===== config.mk =====
export PLATFORM = sky130hd
export DESIGN_NAME = amp_level_tracker
export DESIGN_NICKNAME = d
export VERILOG_FILES = /design/src/rtl/amp_trk_pkg.sv /design/src/rtl/amp_trk_filter.sv /design/src/rtl/amp_trk_lock.sv /design/src/rtl/amp_level_tracker.sv
export SDC_FILE = /design/constraint.sdc
export NUM_CORES = 1
export LEC_CHECK = 0
export BUFFER_PORTS_ARGS = -buffer_cell sky130_fd_sc_hd__buf_2
export CORE_MARGIN = 2
export CORE_UTILIZATION = 40
export DETAILED_ROUTE_END_ITERATION = 8
export GPL_ROUTABILITY_DRIVEN = 0
export PLACE_DENSITY_LB_ADDON = 0.05
export RECOVER_POWER = 100
export SYNTH_ARGS = -nofsm -noshare
export SYNTH_HDL_FRONTEND = slang
export SYNTH_SLANG_ARGS = --single-unit

===== constraint.sdc =====
create_clock -name clk -period 16.3 [get_ports clk]
set_input_delay 1.63 -clock clk [delete_from_list [all_inputs] [get_ports clk]]
set_output_delay 1.63 -clock clk [all_outputs]
set_load 0.01 [all_outputs]

===== src/rtl/amp_trk_pkg.sv =====
package amp_trk_pkg;
  // Absolute difference of two unsigned values of equal width.
  function automatic logic [31:0] abs_diff32(input logic [31:0] a, input logic [31:0] b);
    return (a > b) ? (a - b) : (b - a);
  endfunction
endpackage


===== src/rtl/amp_trk_filter.sv =====
module amp_trk_filter #(
  parameter int AMP_W     = 12,
  parameter int FRAC_W    = 8,
  parameter int ACQ_SHIFT = 4,
  parameter int TRK_SHIFT = 7
) (
  input  logic                      clk,
  input  logic                      rst,
  input  logic                      load_i,
  input  logic                      upd_i,
  input  logic                      fast_i,
  input  logic [AMP_W-1:0]          amp_i,
  output logic [AMP_W+FRAC_W-1:0]   level_o,
  output logic [AMP_W-1:0]          thr_next_o
);
  localparam int LVL_W = AMP_W + FRAC_W;

  logic [LVL_W-1:0]        level_q, level_d, amp_full;
  logic signed [LVL_W+1:0] diff, step, sum;
  logic [LVL_W:0]          dbl, third;

  assign amp_full = {amp_i, {FRAC_W{1'b0}}};
  assign diff     = $signed({2'b00, amp_full}) - $signed({2'b00, level_q});

  always_comb begin
    if (fast_i) step = diff >>> ACQ_SHIFT;
    else        step = diff >>> TRK_SHIFT;
    sum     = $signed({2'b00, level_q}) + step;
    level_d = load_i ? amp_full : sum[LVL_W-1:0];
    dbl     = {level_d, 1'b0};
    third   = dbl / (LVL_W+1)'(3);
  end

  assign thr_next_o = third[FRAC_W +: AMP_W];
  assign level_o    = level_q;

  always_ff @(posedge clk) begin
    if (rst)                  level_q <= '0;
    else if (load_i || upd_i) level_q <= level_d;
  end
endmodule


===== src/rtl/amp_trk_lock.sv =====
module amp_trk_lock #(
  parameter int AMP_W     = 12,
  parameter int FRAC_W    = 8,
  parameter int ERR_SHIFT = 3,
  parameter int LOCK_RUN  = 64
) (
  input  logic                    clk,
  input  logic                    rst,
  input  logic                    upd_i,
  input  logic [AMP_W-1:0]        amp_i,
  input  logic [AMP_W+FRAC_W-1:0] level_i,
  output logic                    acquiring_o
);
  import amp_trk_pkg::*;
  localparam int LVL_W = AMP_W + FRAC_W;
  localparam int CNT_W = (LOCK_RUN > 2) ? $clog2(LOCK_RUN) : 1;
  localparam logic [CNT_W-1:0] LAST = CNT_W'(LOCK_RUN - 1);

  logic [LVL_W-1:0] amp_full, err;
  logic             close;
  logic [CNT_W-1:0] run_q;

  assign amp_full = {amp_i, {FRAC_W{1'b0}}};
  assign err      = LVL_W'(abs_diff32(32'(amp_full), 32'(level_i)));
  assign close    = err < (level_i >> ERR_SHIFT);

  always_ff @(posedge clk) begin
    if (rst) begin
      acquiring_o <= 1'b1;
      run_q       <= '0;
    end else if (upd_i && acquiring_o) begin
      if (close) begin
        if (run_q == LAST) acquiring_o <= 1'b0;
        run_q <= run_q + 1'b1;
      end else begin
        run_q <= '0;
      end
    end
  end
endmodule


===== src/rtl/amp_level_tracker.sv =====
module amp_level_tracker #(
  parameter int AMP_W     = 12,
  parameter int FRAC_W    = 8,
  parameter int ACQ_SHIFT = 4,
  parameter int TRK_SHIFT = 7,
  parameter int ERR_SHIFT = 3,
  parameter int LOCK_RUN  = 64
) (
  input  logic             clk,
  input  logic             rst,
  input  logic             amp_valid_i,
  input  logic [AMP_W-1:0] amp_i,
  output logic             bit_valid_o,
  output logic             bit_high_o,
  output logic [AMP_W-1:0] threshold_o,
  output logic             acquiring_o
);
  localparam int LVL_W = AMP_W + FRAC_W;

  logic             seeded_q, have_lvl_q;
  logic             is_high, load, upd;
  logic [LVL_W-1:0] level;
  logic [AMP_W-1:0] thr_next;

  assign is_high = seeded_q && (amp_i > threshold_o);
  assign load    = amp_valid_i && is_high && !have_lvl_q;
  assign upd     = amp_valid_i && is_high && have_lvl_q;

  amp_trk_filter #(
    .AMP_W(AMP_W), .FRAC_W(FRAC_W), .ACQ_SHIFT(ACQ_SHIFT), .TRK_SHIFT(TRK_SHIFT)
  ) filt_i (
    .clk(clk), .rst(rst), .load_i(load), .upd_i(upd), .fast_i(acquiring_o),
    .amp_i(amp_i), .level_o(level), .thr_next_o(thr_next)
  );

  amp_trk_lock #(
    .AMP_W(AMP_W), .FRAC_W(FRAC_W), .ERR_SHIFT(ERR_SHIFT), .LOCK_RUN(LOCK_RUN)
  ) lock_i (
    .clk(clk), .rst(rst), .upd_i(upd), .amp_i(amp_i), .level_i(level),
    .acquiring_o(acquiring_o)
  );

  always_ff @(posedge clk) begin
    if (rst) begin
      bit_valid_o <= 1'b0;
      bit_high_o  <= 1'b0;
      threshold_o <= '0;
      seeded_q    <= 1'b0;
      have_lvl_q  <= 1'b0;
    end else begin
      bit_valid_o <= amp_valid_i;
      bit_high_o  <= amp_valid_i && is_high;
      if (amp_valid_i) begin
        if (!seeded_q) begin
          threshold_o <= amp_i >> 1;
          seeded_q    <= 1'b1;
        end else if (is_high) begin
          threshold_o <= thr_next;
          have_lvl_q  <= 1'b1;
        end
      end
    end
  end
endmodule


==> impl_metrics.tcl <==
set metrics [dict create \
    vias 6384 \
    final_cells 1079 \
    syn_inst 871 \
    n_antenna_cell 0 \
    cts_setup_buffers 0 \
    num_rows 45 \
    rsz0062_at_grt "no" \
    cts_resized 0 \
    hold_viol 0 \
    grt_pass1_wl_um 32330 \
    yosys.area_share.adder 0.1480 \
    reg2reg_from "filt_i.level_o[8]" \
    final.setup.tns_ps 0 \
    setup_viol 0 \
    synthDominantCellAreaShare 0.1417 \
    yosys_warnings 0 \
    core_area_um2 15260 \
    syn_avg_cell_area_um2 7.200 \
    synth-edff-count 0 \
    cts.sinks 43 \
    power_density_nw_per_um2 105.1 \
    skew_ps 9.758 \
    cts_tree "done" \
    critPathCaptureType "register" \
    whs_ps 496.8 \
    ys_seq_area_frac 0.1373 \
    synth_area_um2 6271 \
    drv_slew 62 \
    start_kind "input port" \
    io_buffers 29 \
    nFillCells 1621 \
    synth.ff_latch_count 43 \
    fin_crit_ps 10110 \
    syn-num-nets 959 \
    post_drt_wl_per_cell_um 18.73 \
    cts.reportedPaths.clkPinSlew_ps 60 \
    nets 955 \
    overflow 0 \
    postRouteAntennaNets 0 \
    synthXorXnorAreaFrac 0.06963 \
    async_flop_share 0 \
    synthSimpleGateAreaFrac 0.2277 \
    holdBufCountCts 0 \
    critPathCapture "threshold_o[0]" \
    track_usage 0.2474 \
    seqCellArea_um2 860.8 \
    yosysTopAreaCell "ha_1" \
    viasPerCell 5.917 \
    hold_start "lock_i.run_q[1]" \
    hold_path_class "register to register" \
    drtPass1Iterations 5 \
    antenna_found_initial 0 \
    r2r_cells 29 \
    criticalPathCategory "input port to register" \
    crit_path_max_fanout 16 \
    rrSetupSlack_ps 7230 \
    floorplan.die.width_um 129.2 \
    crit_slowest_cell "nor3_1" \
    cap_violations 2 \
    p_leak_uw 0.002614 \
    maxSlewHeadroom -0.5081 \
    synth_top_family_by_area "compound AO/OA/AOI/OAI gates" \
    arrival_ps 10300 \
    drt_wl_total_um 20210 \
    synth_flop_cell "dfxtp_1" \
    synth_compound_area_frac 0.3130 \
    num_io_pins 30 \
    synth_area_leaders "ha_1 14%, dfxtp_1 14%, a21oi_1 6.6%" \
    dpl.hpwl_um 15860 \
    synthMuxAreaShare 0.03551 \
    first_iter_violations 475 \
    placed_cells 1071 \
    cts.htree.levels 2 \
    grt_pass1_vias 5978 \
    initial_core_util 0.4110 \
    timing.fmax_ghz 0.09894 \
    ys_types 84 \
    clock_latency_ps 300 \
    cts_buffer_depth 2 \
    numCtsBuffers 5 \
    root_buffer "clkbuf_16" \
    r2r-end "threshold_o[0]" \
    remaining_drc_errors 0 \
    grt_max_degree 45 \
    fp.dieArea_um2 16700 \
    status "finished, violations left" \
    vdd_drop_max_mv 0.07870 \
    min_period_over_period 0.6200 \
    crit_required_ps 16490 \
    startpoint "amp_i[0]" \
    multi_input_area_um2 4955 \
    area_growth_pct 5.287 \
    violations "capacitance limit, slew limit" \
    worst_pin_slew_ps 2262 \
    die_h_um 129.2 \
    cp_slowest_stage_delay_ps 1410 \
    final_layout_size_suffix_gt1_frac 0.05645 \
]
## synth_stat cells (4+ instances only)
library cell,count
a21oi_1,83
nor2_1,83
nand2_1,81
ha_1,71
inv_1,59
dfxtp_1,43
o21ai_0,43
clkbuf_1,38
a211oi_1,35
xnor2_1,35
nor3_1,24
nand3_1,21
a21o_1,20
mux2i_1,14
nand4_1,13
nor2b_1,13
xor2_1,13
nand2b_1,11
o21bai_1,11
and3_1,9
o31ai_1,8
a211o_1,7
or3_1,7
a221oi_1,6
and2_1,6
mux2_2,6
o211ai_1,6
o21a_1,6
a31oi_1,5
buf_1,5
nor4_1,5
a32oi_1,4
buf_6,4
o2111ai_1,4
o311ai_0,4
or2_2,4
## registers in the layout, summed over array words and instances, names as in the netlist
| signal | flops |
|---|---|
| filt_i.level_o | 20 |
| threshold_o | 12 |
| lock_i.run_q | 6 |
| bit_high_o | 1 |
| bit_valid_o | 1 |
| have_lvl_q | 1 |
| lock_i.acquiring_o | 1 |
| seeded_q | 1 |
## cells in the final DEF (no fill, tap or decap), drive strengths merged, types with 7 or more instances in the layout
cell type / n
o21bai: 11
o31ai: 9
ha: 71
dfxtp: 43
xor2: 13
nand4: 14
nand2b: 11
a21oi: 83
buf: 13
a211oi: 36
nand3: 21
xnor2: 36
mux2: 7
nor2: 84
clkbuf: 29
inv: 59
and2: 7
mux2i: 14
nor3: 25
nand2: 81
and3: 9
nor2b: 13
a21o: 20
o21ai: 46
or3: 7
a211o: 7
## worst min-delay path by stage
stage | endpoint | slack (ps) | depth (start not counted)
final | lock_i.run_q[1] | 500 | 2
after CTS | lock_i.run_q[1] | 490 | 2
after floorplan | lock_i.run_q[1] | 460 | 2
after detailed placement | lock_i.run_q[1] | 480 | 2
after global routing | filt_i.level_o[1] | 530 | 2
after global placement | lock_i.run_q[1] | 490 | 2
## layer usage
layer  share of wire  track usage  vias to the layer above
met5               0            0                        -
met4           0.019      0.06905                        0
met3           0.040      0.02477                       20
met2            0.45       0.3941                      147
met1            0.49       0.3550                     3037
li1                -            -                     3180
## logic make-up after synthesis
logic type,after synthesis
flip-flops,43
AO/OA/AOI/OAI,284
adder cells (fa/ha/maj),73
XOR/XNOR,49
multiplexers,21
buffers and inverters,107
AND/OR/NAND/NOR,294
## layout make-up
cell class              count  share of cell area
well taps                 211             0.03998
repair buffers             36             0.02369
flip-flops and latches     43              0.1304
clock inverters             2            0.001895
inverters                  60             0.03411
multi-input cells         721              0.7504
clock buffers               6             0.01952
## power breakdown
part           total, µW  switching (µW)  internal, µW  leakage [µW]
sequential           122            9.60           113      0.000351
clock                104            47.2          56.7     0.0000669
combinational        468             292           176       0.00220
## stage by stage
stage	area [µm²]	total power, µW	utilization	setup WS (ps)
detailed placement	6530	595.2	0.4280	7119
finish	6603	693.7	0.4327	6193
CTS	6671	702.2	0.4372	7414
floorplan	6271	497.4	-	8386
global route	6603	754.4	0.4327	5438
global placement	6530	585.9	0.4280	7376
## worst max-delay path, delay by kind of cell
family | cells | cell delay (ps)
fa+ha+maj | 2 | 750
buf+inv | 2 | 500
mux | 1 | 290
compound gates | 18 | 4660
simple gates | 5 | 2260
xor+xnor | 1 | 190
(Power assumes the default switching activity.)
